$ cat src/rtl/servo_pwm_pkg.sv
package servo_pwm_pkg;

  typedef enum logic [1:0] {
    K_PERIOD,
    K_CMP,
    K_LOWER,
    K_UPPER
  } reg_kind_e;

  // register address of a given kind for channel ch, n channels in total
  function automatic int unsigned reg_addr(reg_kind_e k, int unsigned ch, int unsigned n);
    case (k)
      K_PERIOD: return 0;
      K_CMP:    return 1 + ch;
      K_LOWER:  return 1 + n + ch;
      default:  return 1 + 2 * n + ch;
    endcase
  endfunction

endpackage

$ cat src/rtl/servo_tick_gen.sv
module servo_tick_gen #(
  parameter int PRE_W = 8
) (
  input  logic             clk_i,
  input  logic             rst_ni,
  input  logic [PRE_W-1:0] prescale_i,
  output logic             tick_o
);

  logic [PRE_W-1:0] pre_q;

  // >= keeps the divider sane if the prescale value drops mid-count
  assign tick_o = (pre_q >= prescale_i);

  always_ff @(posedge clk_i or negedge rst_ni) begin
    if (!rst_ni)     pre_q <= '0;
    else if (tick_o) pre_q <= '0;
    else             pre_q <= pre_q + 1'b1;
  end

endmodule

$ cat src/rtl/servo_period_ctr.sv
module servo_period_ctr #(
  parameter int CNT_W = 16
) (
  input  logic             clk_i,
  input  logic             rst_ni,
  input  logic             tick_i,
  input  logic [CNT_W-1:0] period_i,
  output logic [CNT_W-1:0] cnt_o,
  output logic             wrap_o
);

  logic [CNT_W-1:0] cnt_q;

  assign cnt_o  = cnt_q;
  assign wrap_o = tick_i && (cnt_q == period_i);

  always_ff @(posedge clk_i or negedge rst_ni) begin
    if (!rst_ni)     cnt_q <= '0;
    else if (wrap_o) cnt_q <= '0;
    else if (tick_i) cnt_q <= cnt_q + 1'b1;
  end

endmodule

$ cat src/rtl/servo_regfile.sv
module servo_regfile
  import servo_pwm_pkg::*;
#(
  parameter int N_CH       = 6,
  parameter int CNT_W      = 16,
  parameter int AW         = 5,
  parameter int PERIOD_RST = 19999
) (
  input  logic                        clk_i,
  input  logic                        rst_ni,
  input  logic                        wr_en_i,
  input  logic [AW-1:0]               wr_addr_i,
  input  logic [CNT_W-1:0]            wr_data_i,
  output logic [CNT_W-1:0]            sh_period_o,
  output logic [N_CH-1:0][CNT_W-1:0]  sh_cmp_o,
  output logic [N_CH-1:0][CNT_W-1:0]  lower_o,
  output logic [N_CH-1:0][CNT_W-1:0]  upper_o
);

  localparam logic [AW-1:0] A_PER = AW'(reg_addr(K_PERIOD, 0, N_CH));

  logic [CNT_W-1:0] per_q;
  assign sh_period_o = per_q;

  always_ff @(posedge clk_i or negedge rst_ni) begin
    if (!rst_ni)                            per_q <= CNT_W'(PERIOD_RST);
    else if (wr_en_i && wr_addr_i == A_PER) per_q <= wr_data_i;
  end

  for (genvar i = 0; i < N_CH; i++) begin : g_ch
    localparam logic [AW-1:0] A_CMP = AW'(reg_addr(K_CMP,   i, N_CH));
    localparam logic [AW-1:0] A_LO  = AW'(reg_addr(K_LOWER, i, N_CH));
    localparam logic [AW-1:0] A_HI  = AW'(reg_addr(K_UPPER, i, N_CH));

    logic [CNT_W-1:0] cmp_q, lo_q, hi_q;

    always_ff @(posedge clk_i or negedge rst_ni) begin
      if (!rst_ni) begin
        cmp_q <= '0;
        lo_q  <= '0;
        hi_q  <= '1;
      end else if (wr_en_i) begin
        if (wr_addr_i == A_CMP) cmp_q <= wr_data_i;
        if (wr_addr_i == A_LO)  lo_q  <= wr_data_i;
        if (wr_addr_i == A_HI)  hi_q  <= wr_data_i;
      end
    end

    assign sh_cmp_o[i] = cmp_q;
    assign lower_o[i]  = lo_q;
    assign upper_o[i]  = hi_q;
  end

endmodule

$ cat src/rtl/servo_commit_ctl.sv
module servo_commit_ctl #(
  parameter int N_CH       = 6,
  parameter int CNT_W      = 16,
  parameter int PERIOD_RST = 19999
) (
  input  logic             clk_i,
  input  logic             rst_ni,
  input  logic             wrap_i,
  input  logic             commit_i,
  input  logic [N_CH:0]    commit_mask_i,
  input  logic [N_CH-1:0]  commit_en_i,
  input  logic [CNT_W-1:0] sh_period_i,
  output logic             pending_o,
  output logic             done_o,
  output logic             apply_o,
  output logic [N_CH:0]    lmask_o,
  output logic [N_CH-1:0]  en_new_o,
  output logic [CNT_W-1:0] period_act_o
);

  logic             pend_q, done_q;
  logic [N_CH:0]    lmask_q;
  logic [N_CH-1:0]  en_q;
  logic [CNT_W-1:0] per_q;

  assign apply_o      = wrap_i && pend_q;
  assign pending_o    = pend_q;
  assign done_o       = done_q;
  assign lmask_o      = lmask_q;
  assign en_new_o     = en_q;
  assign period_act_o = per_q;

  always_ff @(posedge clk_i or negedge rst_ni) begin
    if (!rst_ni) begin
      pend_q  <= 1'b0;
      done_q  <= 1'b0;
      lmask_q <= '0;
      en_q    <= '0;
      per_q   <= CNT_W'(PERIOD_RST);
    end else begin
      done_q <= apply_o;
      if (apply_o) begin
        pend_q  <= 1'b0;
        lmask_q <= '0;  // latch bits self-clear
        if (lmask_q[0]) per_q <= sh_period_i;
      end else if (commit_i && !pend_q) begin
        pend_q  <= 1'b1;
        lmask_q <= commit_mask_i;
        en_q    <= commit_en_i;
      end
    end
  end

endmodule

$ cat src/rtl/servo_chan.sv
module servo_chan #(
  parameter int CNT_W = 16
) (
  input  logic             clk_i,
  input  logic             rst_ni,
  input  logic             tick_i,
  input  logic             apply_i,
  input  logic             latch_i,
  input  logic             en_new_i,
  input  logic [CNT_W-1:0] sh_cmp_i,
  input  logic [CNT_W-1:0] lower_i,
  input  logic [CNT_W-1:0] upper_i,
  input  logic [CNT_W-1:0] lim_i,
  input  logic [CNT_W-1:0] cnt_i,
  output logic             pwm_o,
  output logic             match_o
);

  logic             en_q;
  logic [CNT_W-1:0] cmp_q, hi, clamped;

  always_comb begin
    hi      = (upper_i < lim_i) ? upper_i : lim_i;
    clamped = sh_cmp_i;
    if (sh_cmp_i != '0) begin  // zero means off, exempt from clamp
      if (clamped > hi)      clamped = hi;
      if (clamped < lower_i) clamped = lower_i;
    end
  end

  always_ff @(posedge clk_i or negedge rst_ni) begin
    if (!rst_ni) begin
      en_q  <= 1'b0;
      cmp_q <= '0;
    end else if (apply_i) begin
      en_q <= en_new_i;
      if (latch_i) cmp_q <= clamped;
    end
  end

  assign pwm_o   = en_q && (cnt_i < cmp_q);
  assign match_o = tick_i && en_q && (cmp_q != '0) && (cnt_i == cmp_q);

endmodule

$ cat src/rtl/servo_pwm_gen.sv
module servo_pwm_gen #(
  parameter int  N_CH       = 6,
  parameter int  CNT_W      = 16,
  parameter int  PRE_W      = 8,
  parameter int  GUARD      = 200,
  parameter int  PERIOD_RST = 19999,
  localparam int AW         = $clog2(3 * N_CH + 1)
) (
  input  logic             clk_i,
  input  logic             rst_ni,
  input  logic [PRE_W-1:0] prescale_i,
  input  logic             wr_en_i,
  input  logic [AW-1:0]    wr_addr_i,
  input  logic [CNT_W-1:0] wr_data_i,
  input  logic             commit_i,
  input  logic [N_CH:0]    commit_mask_i,
  input  logic [N_CH-1:0]  commit_en_i,
  input  logic [N_CH:0]    flag_clr_i,
  output logic             commit_pending_o,
  output logic             commit_done_o,
  output logic [N_CH:0]    flag_o,
  output logic [N_CH-1:0]  pwm_o
);

  logic                       tick, wrap, apply;
  logic [CNT_W-1:0]           cnt, period_act, sh_period, new_period, lim;
  logic [N_CH-1:0][CNT_W-1:0] sh_cmp, lower, upper;
  logic [N_CH:0]              lmask, flag_q;
  logic [N_CH-1:0]            en_new, match;

  servo_tick_gen #(.PRE_W(PRE_W)) u_tick (
    .clk_i, .rst_ni, .prescale_i, .tick_o(tick)
  );

  servo_period_ctr #(.CNT_W(CNT_W)) u_ctr (
    .clk_i, .rst_ni, .tick_i(tick), .period_i(period_act), .cnt_o(cnt), .wrap_o(wrap)
  );

  servo_regfile #(.N_CH(N_CH), .CNT_W(CNT_W), .AW(AW), .PERIOD_RST(PERIOD_RST)) u_regs (
    .clk_i, .rst_ni, .wr_en_i, .wr_addr_i, .wr_data_i,
    .sh_period_o(sh_period), .sh_cmp_o(sh_cmp), .lower_o(lower), .upper_o(upper)
  );

  servo_commit_ctl #(.N_CH(N_CH), .CNT_W(CNT_W), .PERIOD_RST(PERIOD_RST)) u_commit (
    .clk_i, .rst_ni, .wrap_i(wrap), .commit_i, .commit_mask_i, .commit_en_i,
    .sh_period_i(sh_period), .pending_o(commit_pending_o), .done_o(commit_done_o),
    .apply_o(apply), .lmask_o(lmask), .en_new_o(en_new), .period_act_o(period_act)
  );

  // clamp ceiling follows the period that takes effect with this commit
  assign new_period = lmask[0] ? sh_period : period_act;
  assign lim = (new_period > CNT_W'(GUARD)) ? new_period - CNT_W'(GUARD) : '0;

  for (genvar i = 0; i < N_CH; i++) begin : g_chan
    servo_chan #(.CNT_W(CNT_W)) u_chan (
      .clk_i, .rst_ni, .tick_i(tick), .apply_i(apply), .latch_i(lmask[i+1]),
      .en_new_i(en_new[i]), .sh_cmp_i(sh_cmp[i]), .lower_i(lower[i]), .upper_i(upper[i]),
      .lim_i(lim), .cnt_i(cnt), .pwm_o(pwm_o[i]), .match_o(match[i])
    );
  end

  // set wins over clear
  always_ff @(posedge clk_i or negedge rst_ni) begin
    if (!rst_ni) flag_q <= '0;
    else         flag_q <= (flag_q & ~flag_clr_i) | {match, wrap};
  end

  assign flag_o = flag_q;

endmodule

$ cat config.mk
export PLATFORM = sky130hd
export DESIGN_NAME = servo_pwm_gen
export DESIGN_NICKNAME = d
export VERILOG_FILES = /design/src/rtl/servo_pwm_pkg.sv /design/src/rtl/servo_tick_gen.sv /design/src/rtl/servo_period_ctr.sv /design/src/rtl/servo_regfile.sv /design/src/rtl/servo_commit_ctl.sv /design/src/rtl/servo_chan.sv /design/src/rtl/servo_pwm_gen.sv
export SDC_FILE = /design/constraint.sdc
export NUM_CORES = 1
export LEC_CHECK = 0
export BUFFER_PORTS_ARGS = -buffer_cell sky130_fd_sc_hd__buf_4
export CORE_MARGIN = 5
export CORE_UTILIZATION = 63
export CTS_CLUSTER_SIZE = 14
export DETAILED_ROUTE_END_ITERATION = 10
export MAX_ROUTING_LAYER = met4
export PLACE_DENSITY = 0.8
export SKIP_LAST_GASP = 1
export SLEW_MARGIN = 20
export SYNTH_ARGS = -nofsm -noshare
export SYNTH_HDL_FRONTEND = slang
export SYNTH_SLANG_ARGS = --single-unit
$ cat constraint.sdc
create_clock -name clk_i -period 23.6 [get_ports clk_i]
set_input_delay 1.18 -clock clk_i [delete_from_list [all_inputs] [get_ports clk_i]]
set_output_delay 1.18 -clock clk_i [all_outputs]
set_load 0.1 [all_outputs]
==> impl_metrics.json, run 1 <==
{
  "status": "complete, no violations",
  "postCtsSetupRepairBufs": 0,
  "syn2layout_area_growth_pct": 9.758,
  "synth_edf_count": 0,
  "drt_wl_total_um": 96000,
  "ys_types": 77,
  "synth_top_area_share_pct": 28.52,
  "grt_pass1_wl_um": 145800,
  "die_y_um": 232.0,
  "cts_root_buffer": "clkbuf_16",
  "antenna_found_initial": 5,
  "cts.clk_slew.worst_paths_ns": 0.06,
  "firstDrtPassIters": 6,
  "num_vias": 24735,
  "critPathLaunchType": "register",
  "critPathMaxStageDelay_ns": 0.85,
  "rows": 81,
  "grt_max_degree": 175,
  "preCtsSetupSlack_ns": 13.29,
  "finalWorstSetupSlack_ns": 13.51,
  "fin_tns_setup_ns": 0,
  "clk_path_buf_depth": 3,
  "crit_required_ns": 24.05,
  "die_area_um2": 53840,
  "synth-seq-cells": 468,
  "crit_path_max_fanout": 34,
  "port_buffers": 67,
  "fin_crit_ns": 10.09,
  "slew_headroom_pct": 25.79,
  "cts_tree": "yes",
  "synth_flop_cell": "dfrtp_1",
  "wire_per_inst_um": 25.06,
  "period_share_pct": 42.77,
  "htreeDepth": 2,
  "grt_overflow": 0,
  "grt_use_total_pct": 36.30,
  "cts_made_buffers": 53,
  "drtAntennaViolNets": 0,
  "synthArstFlopShare_pct": 100.0,
  "synth_cells": 3092,
  "layout-drive-gt1-share_pct": 19.13,
  "worstPathArrival_ns": 10.55,
  "skew_ns": 0.02485,
  "drc_errors": 0,
  "ys_warn_count": 0,
  "synth-seq-area-share_pct": 38.17,
  "hold_path.class": "reg -> reg",
  "max_freq_mhz": 99.07,
  "core-area_um2": 48850,
  "ctsResizeCount": 0,
  "first_iter_violations": 2227,
  "hpwl_um": 66610,
  "io-pin-count": 68,
  "hold_viol_final": 0,
  "rsz0062_at_grt": "false",
  "holdBufCountCts": 0,
  "cp_slowest_cell": "o22ai_2",
  "yosys.area.top_type": "dfrtp_1",
  "fin_nets": 3553,
  "postSynthAreaPerCell_um2": 10.04,
  "maxCapViolations": 0,
  "syn_nets": 3528,
  "end_kind": "register",
  "setup_viol": 0,
  "slew_viol_final": 0,
  "first_global_vias": 24719,
  "worstSetupPathType": "reg -> reg",
  "die_w_um": 232.0,
  "insertion_delay_ns": 0.62,
  "place.gp.congestion": 0.9787,
  "crit_top_cell": "a21o_1",
  "via_per_inst": 6.457,
  "worstMarginPinSlew_ns": 1.110,
  "cp_num_buf_inv": 3,
  "netlist_area_um2": 31060,
  "initial_core_util_pct": 63.58,
  "clkSinkCount": 468,
  "ys_top_cells_by_area": "dfrtp_1, ha_1, mux2_2",
  "path_delay_family": "compound AO/OA/AOI/OAI gates"
}
[per-layer routing]
layer	routed length, µm	up-vias	GRT usage (%)
met5	0	-	-
met4	5025	0	15.99
met3	9435	282	6.884
met2	41760	1091	54.08
met1	39780	12105	48.80
li1	-	11257	-
[cell usage in the layout (no fill, tap or decap), types with 10 or more instances in the layout]
master / n
a221oi_1: 10
mux2i_1: 201
clkbuf_8: 10
nand3_1: 43
o21ai_0: 86
o211ai_1: 12
nand2b_1: 11
clkbuf_16: 55
nor3_1: 26
o21a_1: 28
and3_1: 12
dfstp_2: 114
mux2_1: 11
nor2b_1: 26
nand4_1: 79
xor2_1: 38
nor2_1: 101
ha_1: 383
o31ai_1: 21
a21o_1: 92
and4_1: 11
inv_1: 237
dfrtp_1: 353
buf_4: 102
nand2_1: 317
a21oi_1: 113
a211oi_1: 11
mux2_2: 278
clkinv_2: 10
o21ai_1: 149
nor4_1: 57
a31oi_1: 20
clkbuf_1: 11
[area by class of cell]
cell class	instances	area [µm²]
Sequential cell	468	11860
Inverter	238	893.4
Antenna cell	5	12.51
Clock inverter	24	304.0
Tap cell	664	830.8
Fill cell	3687	14760
Multi-Input combinational cell	2251	17820
Timing Repair Buffer	105	815.8
Clock buffer	76	1555
[synthesized netlist by cell type, types with 28 or more instances]
master / count
a21o_1: 92
a21oi_1: 113
clkbuf_1: 88
dfrtp_1: 354
dfstp_2: 114
ha_1: 383
inv_1: 237
mux2_2: 278
mux2i_1: 201
nand2_1: 317
nand3_1: 44
nand4_1: 79
nor2_1: 101
nor4_1: 59
o21a_1: 28
o21ai_0: 86
o21ai_1: 149
xor2_1: 38
[per-stage QoR]
step           hold slack [ns]  util, %  area, µm²  instances
4_1_cts                 0.4808    69.69      34040       3825
6_report                0.4770    69.78      34090       3831
2_1_floorplan           0.4386        -      31060       3092
5_1_grt                 0.4983    69.76      34080       3828
3_5_place_dp            0.4544    65.88      32180       3725
3_3_place_gp            0.4650    65.85      32170       3725
[tightest hold or removal path, delay by kind of cell (launching register included)]
| kind | cells | cell delay [ns] |
|---|---|---|
| flip-flops | 1 | 0.34 |
| AND/OR/NAND/NOR | 2 | 0.10 |
[final timing paths]
| path | from | end | slack [ns] | depth (start not counted) |
|---|---|---|---|---|
| setup reg to reg | u_commit.lmask_o[0] | g_chan[2].u_chan.cmp_q[13] | 13.51 | 32 |
| max in group asynchronous | rst_ni | u_regs.g_ch[2].lo_q[9] | 19.82 | 4 |
| hold reg to reg | u_commit.en_new_o[3] | g_chan[3].u_chan.en_q | 0.48 | 2 |
| hold / removal | u_commit.en_new_o[3] | g_chan[3].u_chan.en_q | 0.48 | 2 |
| setup / recovery | u_commit.lmask_o[0] | g_chan[2].u_chan.cmp_q[13] | 13.51 | 32 |
| min in group asynchronous | rst_ni | u_tick.pre_q[4] | 0.59 | 1 |
[logic make-up (layout without fill, tap and decap cells)]
| family | Yosys count | after routing | share of synthesized area [%] |
|---|---|---|---|
| simple gates | 716 | 716 | 10.99 |
| compound gates | 617 | 617 | 12.45 |
| mux | 490 | 490 | 16.96 |
| flops | 468 | 468 | 38.17 |
| fa+ha+maj | 383 | 383 | 15.43 |
| buf+inv | 373 | 443 | 4.730 |
| xor+xnor | 45 | 45 | 1.269 |
| other cells | 0 | 5 | 0 |
[flip-flops by register name (all words and copies together), names as in the netlist, 6 cells and up]
name,count
u_commit.period_act_o,16
u_regs.g_ch.hi_q,96
u_regs.g_ch.lo_q,96
u_commit.en_new_o,6
u_tick.pre_q,8
u_regs.sh_period_o,16
u_ctr.cnt_o,16
g_chan.u_chan.en_q,6
g_chan.u_chan.cmp_q,96
flag_o,7
u_commit.lmask_o,7
u_regs.g_ch.cmp_q,96
Power of run 1 is not shown: default switching activity piles up to over one toggle a cycle in this logic, so the estimate is an artifact.
==> run 2: changes to the inputs <==
--- a/config.mk
+++ b/config.mk
@@ -7,11 +7,11 @@
 export LEC_CHECK = 0
 export BUFFER_PORTS_ARGS = -buffer_cell sky130_fd_sc_hd__buf_4
 export CORE_MARGIN = 5
-export CORE_UTILIZATION = 63
+export CORE_UTILIZATION = 58
 export CTS_CLUSTER_SIZE = 14
 export DETAILED_ROUTE_END_ITERATION = 10
 export MAX_ROUTING_LAYER = met4
-export PLACE_DENSITY = 0.8
+export PLACE_DENSITY = 0.78
 export SKIP_LAST_GASP = 1
 export SLEW_MARGIN = 20
 export SYNTH_ARGS = -nofsm -noshare
==> constraint.sdc (replaced) <==
create_clock -name clk_i -period 8.6 [get_ports clk_i]
set_input_delay 0.43 -clock clk_i [delete_from_list [all_inputs] [get_ports clk_i]]
set_output_delay 0.43 -clock clk_i [all_outputs]
set_load 0.1 [all_outputs]
==> impl_metrics.json, run 2 (same netlist as run 1, synthesis figures left out) <==
{
  "holdPathStages": 3,
  "port_buffers": 67,
  "syn2layout_area_growth_pct": 11.71,
  "path_delay_family": "compound AO/OA/AOI/OAI gates",
  "grt_max_degree": 152,
  "wire_per_inst_um": 25.78,
  "cts_root_buffer": "clkbuf_16",
  "r2r_cells": 33,
  "first_iter_violations": 2247,
  "end_kind": "register",
  "fin_crit_ns": 8.228,
  "mostFrequentLayoutCells": "ha_1, dfrtp_1, nand2_1, mux2_2, inv_1",
  "hold_path.class": "in -> reg",
  "max_freq_mhz": 121.5,
  "grt_overflow": 0,
  "worstMarginPinSlew_ns": 1.194,
  "first_global_vias": 24476,
  "antenna_found_initial": 5,
  "drt_wl_total_um": 100900,
  "initial_core_util_pct": 58.86,
  "worstPathArrival_ns": 8.72,
  "worstSetupPathType": "reg -> reg",
  "die_w_um": 241.4,
  "drc_errors": 0,
  "insertion_delay_ns": 0.64,
  "cts_made_buffers": 53,
  "num_vias": 25169,
  "firstDrtPassIters": 5,
  "hpwl_um": 69890,
  "critPathLaunchType": "register",
  "core-area_um2": 52760,
  "cts.clk_slew.worst_paths_ns": 0.07,
  "rsz0062_at_grt": "false",
  "cp_num_buf_inv": 7,
  "via_per_inst": 6.431,
  "fin_nets": 3616,
  "placed_cell_area_um2": 32600,
  "crit_path_max_fanout": 31,
  "layout-drive-gt1-share_pct": 20.84,
  "clk_path_buf_depth": 3,
  "fillers": 4155,
  "grt_use_total_pct": 35.27,
  "grt_pass1_wl_um": 150900,
  "maxCapViolations": 0,
  "clkSinkCount": 468,
  "place.gp.congestion": 1.022,
  "die_y_um": 241.4,
  "critPathMaxStageDelay_ns": 0.46,
  "stdcell_area_um2": 34690,
  "hold_viol_final": 0,
  "crit_required_ns": 9.09,
  "setup_viol": 0,
  "io-pin-count": 68,
  "slew_headroom_pct": 20.42,
  "status": "complete, no violations",
  "drtAntennaViolNets": 0,
  "cp_slowest_cell": "dfrtp_1",
  "rows": 84,
  "fin_tns_setup_ns": 0,
  "period_share_pct": 95.67,
  "die_area_um2": 58270,
  "cts_tree": "yes",
  "final_common_cell": "ha_1",
  "htreeDepth": 2,
  "cp_num_cells": 33,
  "skew_ns": 0.03810,
  "slew_viol_final": 0
}
run 2: cell types whose count changed in the layout (fill, tap and decap cells not counted), sizes merged:
cell	before	now
buf	105	156
bufinv	7	6
clkbuf	76	71
clkinvlp	2	6
diode	5	1
dlygate4sd3	0	12
inv	239	241
run 2: what timing repair did:
action / CTS / global route
buffers inserted: 0 / 2
hold endpoints to repair: 85 / 0
endpoints found under the setup margin: 0 / 91
hold buffers: 12 / 0
resized for setup: 0 / 19
run 2: final timing paths:
check | to | start | slack (ns)
worst max-delay path | g_chan[4].u_chan.cmp_q[15] | u_commit.lmask_o[0] | 0.37
worst min-delay path | u_commit.en_new_o[5] | commit_en_i[5] | 0.03
worst max register to register | g_chan[4].u_chan.cmp_q[15] | u_commit.lmask_o[0] | 0.37
worst min register to register | g_chan[1].u_chan.en_q | u_commit.en_new_o[1] | 0.48
max in group asynchronous | u_regs.g_ch[2].cmp_q[11] | rst_ni | 6.03
min in group asynchronous | u_tick.pre_q[2] | rst_ni | 0.47
run 2: area by class of cell:
class / count / area (µm²) / share of cell area, %
diodes: 1 / 2.502 / 0.007213
inverters: 238 / 893.4 / 2.575
well taps: 688 / 860.8 / 2.481
multi-input cells: 2251 / 17860 / 51.49
clock inverters: 29 / 350.3 / 1.010
repair buffers: 168 / 1351 / 3.895
clock buffers: 71 / 1518 / 4.375
flip-flops and latches: 468 / 11850 / 34.17
run 2: metal layers:
| layer | GRT usage [%] | part of all wire, % |
|---|---|---|
| met5 | - | 0 |
| met1 | 48.51 | 42 |
| met4 | 12.70 | 4.5 |
| met2 | 52.17 | 44 |
| met3 | 7.206 | 9.6 |
run 2: worst reg2reg max path: cells and delay by family, from the launching register on:
| family | cells | cell delay [ns] |
|---|---|---|
| AOI/OAI and AO/OA | 17 | 3.80 |
| adders and majority gates | 3 | 0.90 |
| muxes | 2 | 0.75 |
| DFF | 1 | 0.46 |
| buffers and inverters | 7 | 1.53 |
| and+or+nand+nor | 4 | 0.65 |
run 2: per-stage QoR:
step | utilization, % | hold WS [ns] | setup slack [ns] | std cells
final | 65.75 | 0.02573 | 0.3720 | 3914
after global routing | 65.75 | 0.02622 | 0.009159 | 3913
after CTS | 65.56 | 0.001592 | 0.3095 | 3911
after detailed placement | 61.79 | 0.4543 | 0.2898 | 3799
after global placement | 61.79 | 0.4591 | 0.4300 | 3799
after floorplan | - | 0.1344 | 0.09723 | 3092
Power of run 2 is left out for the same reason.
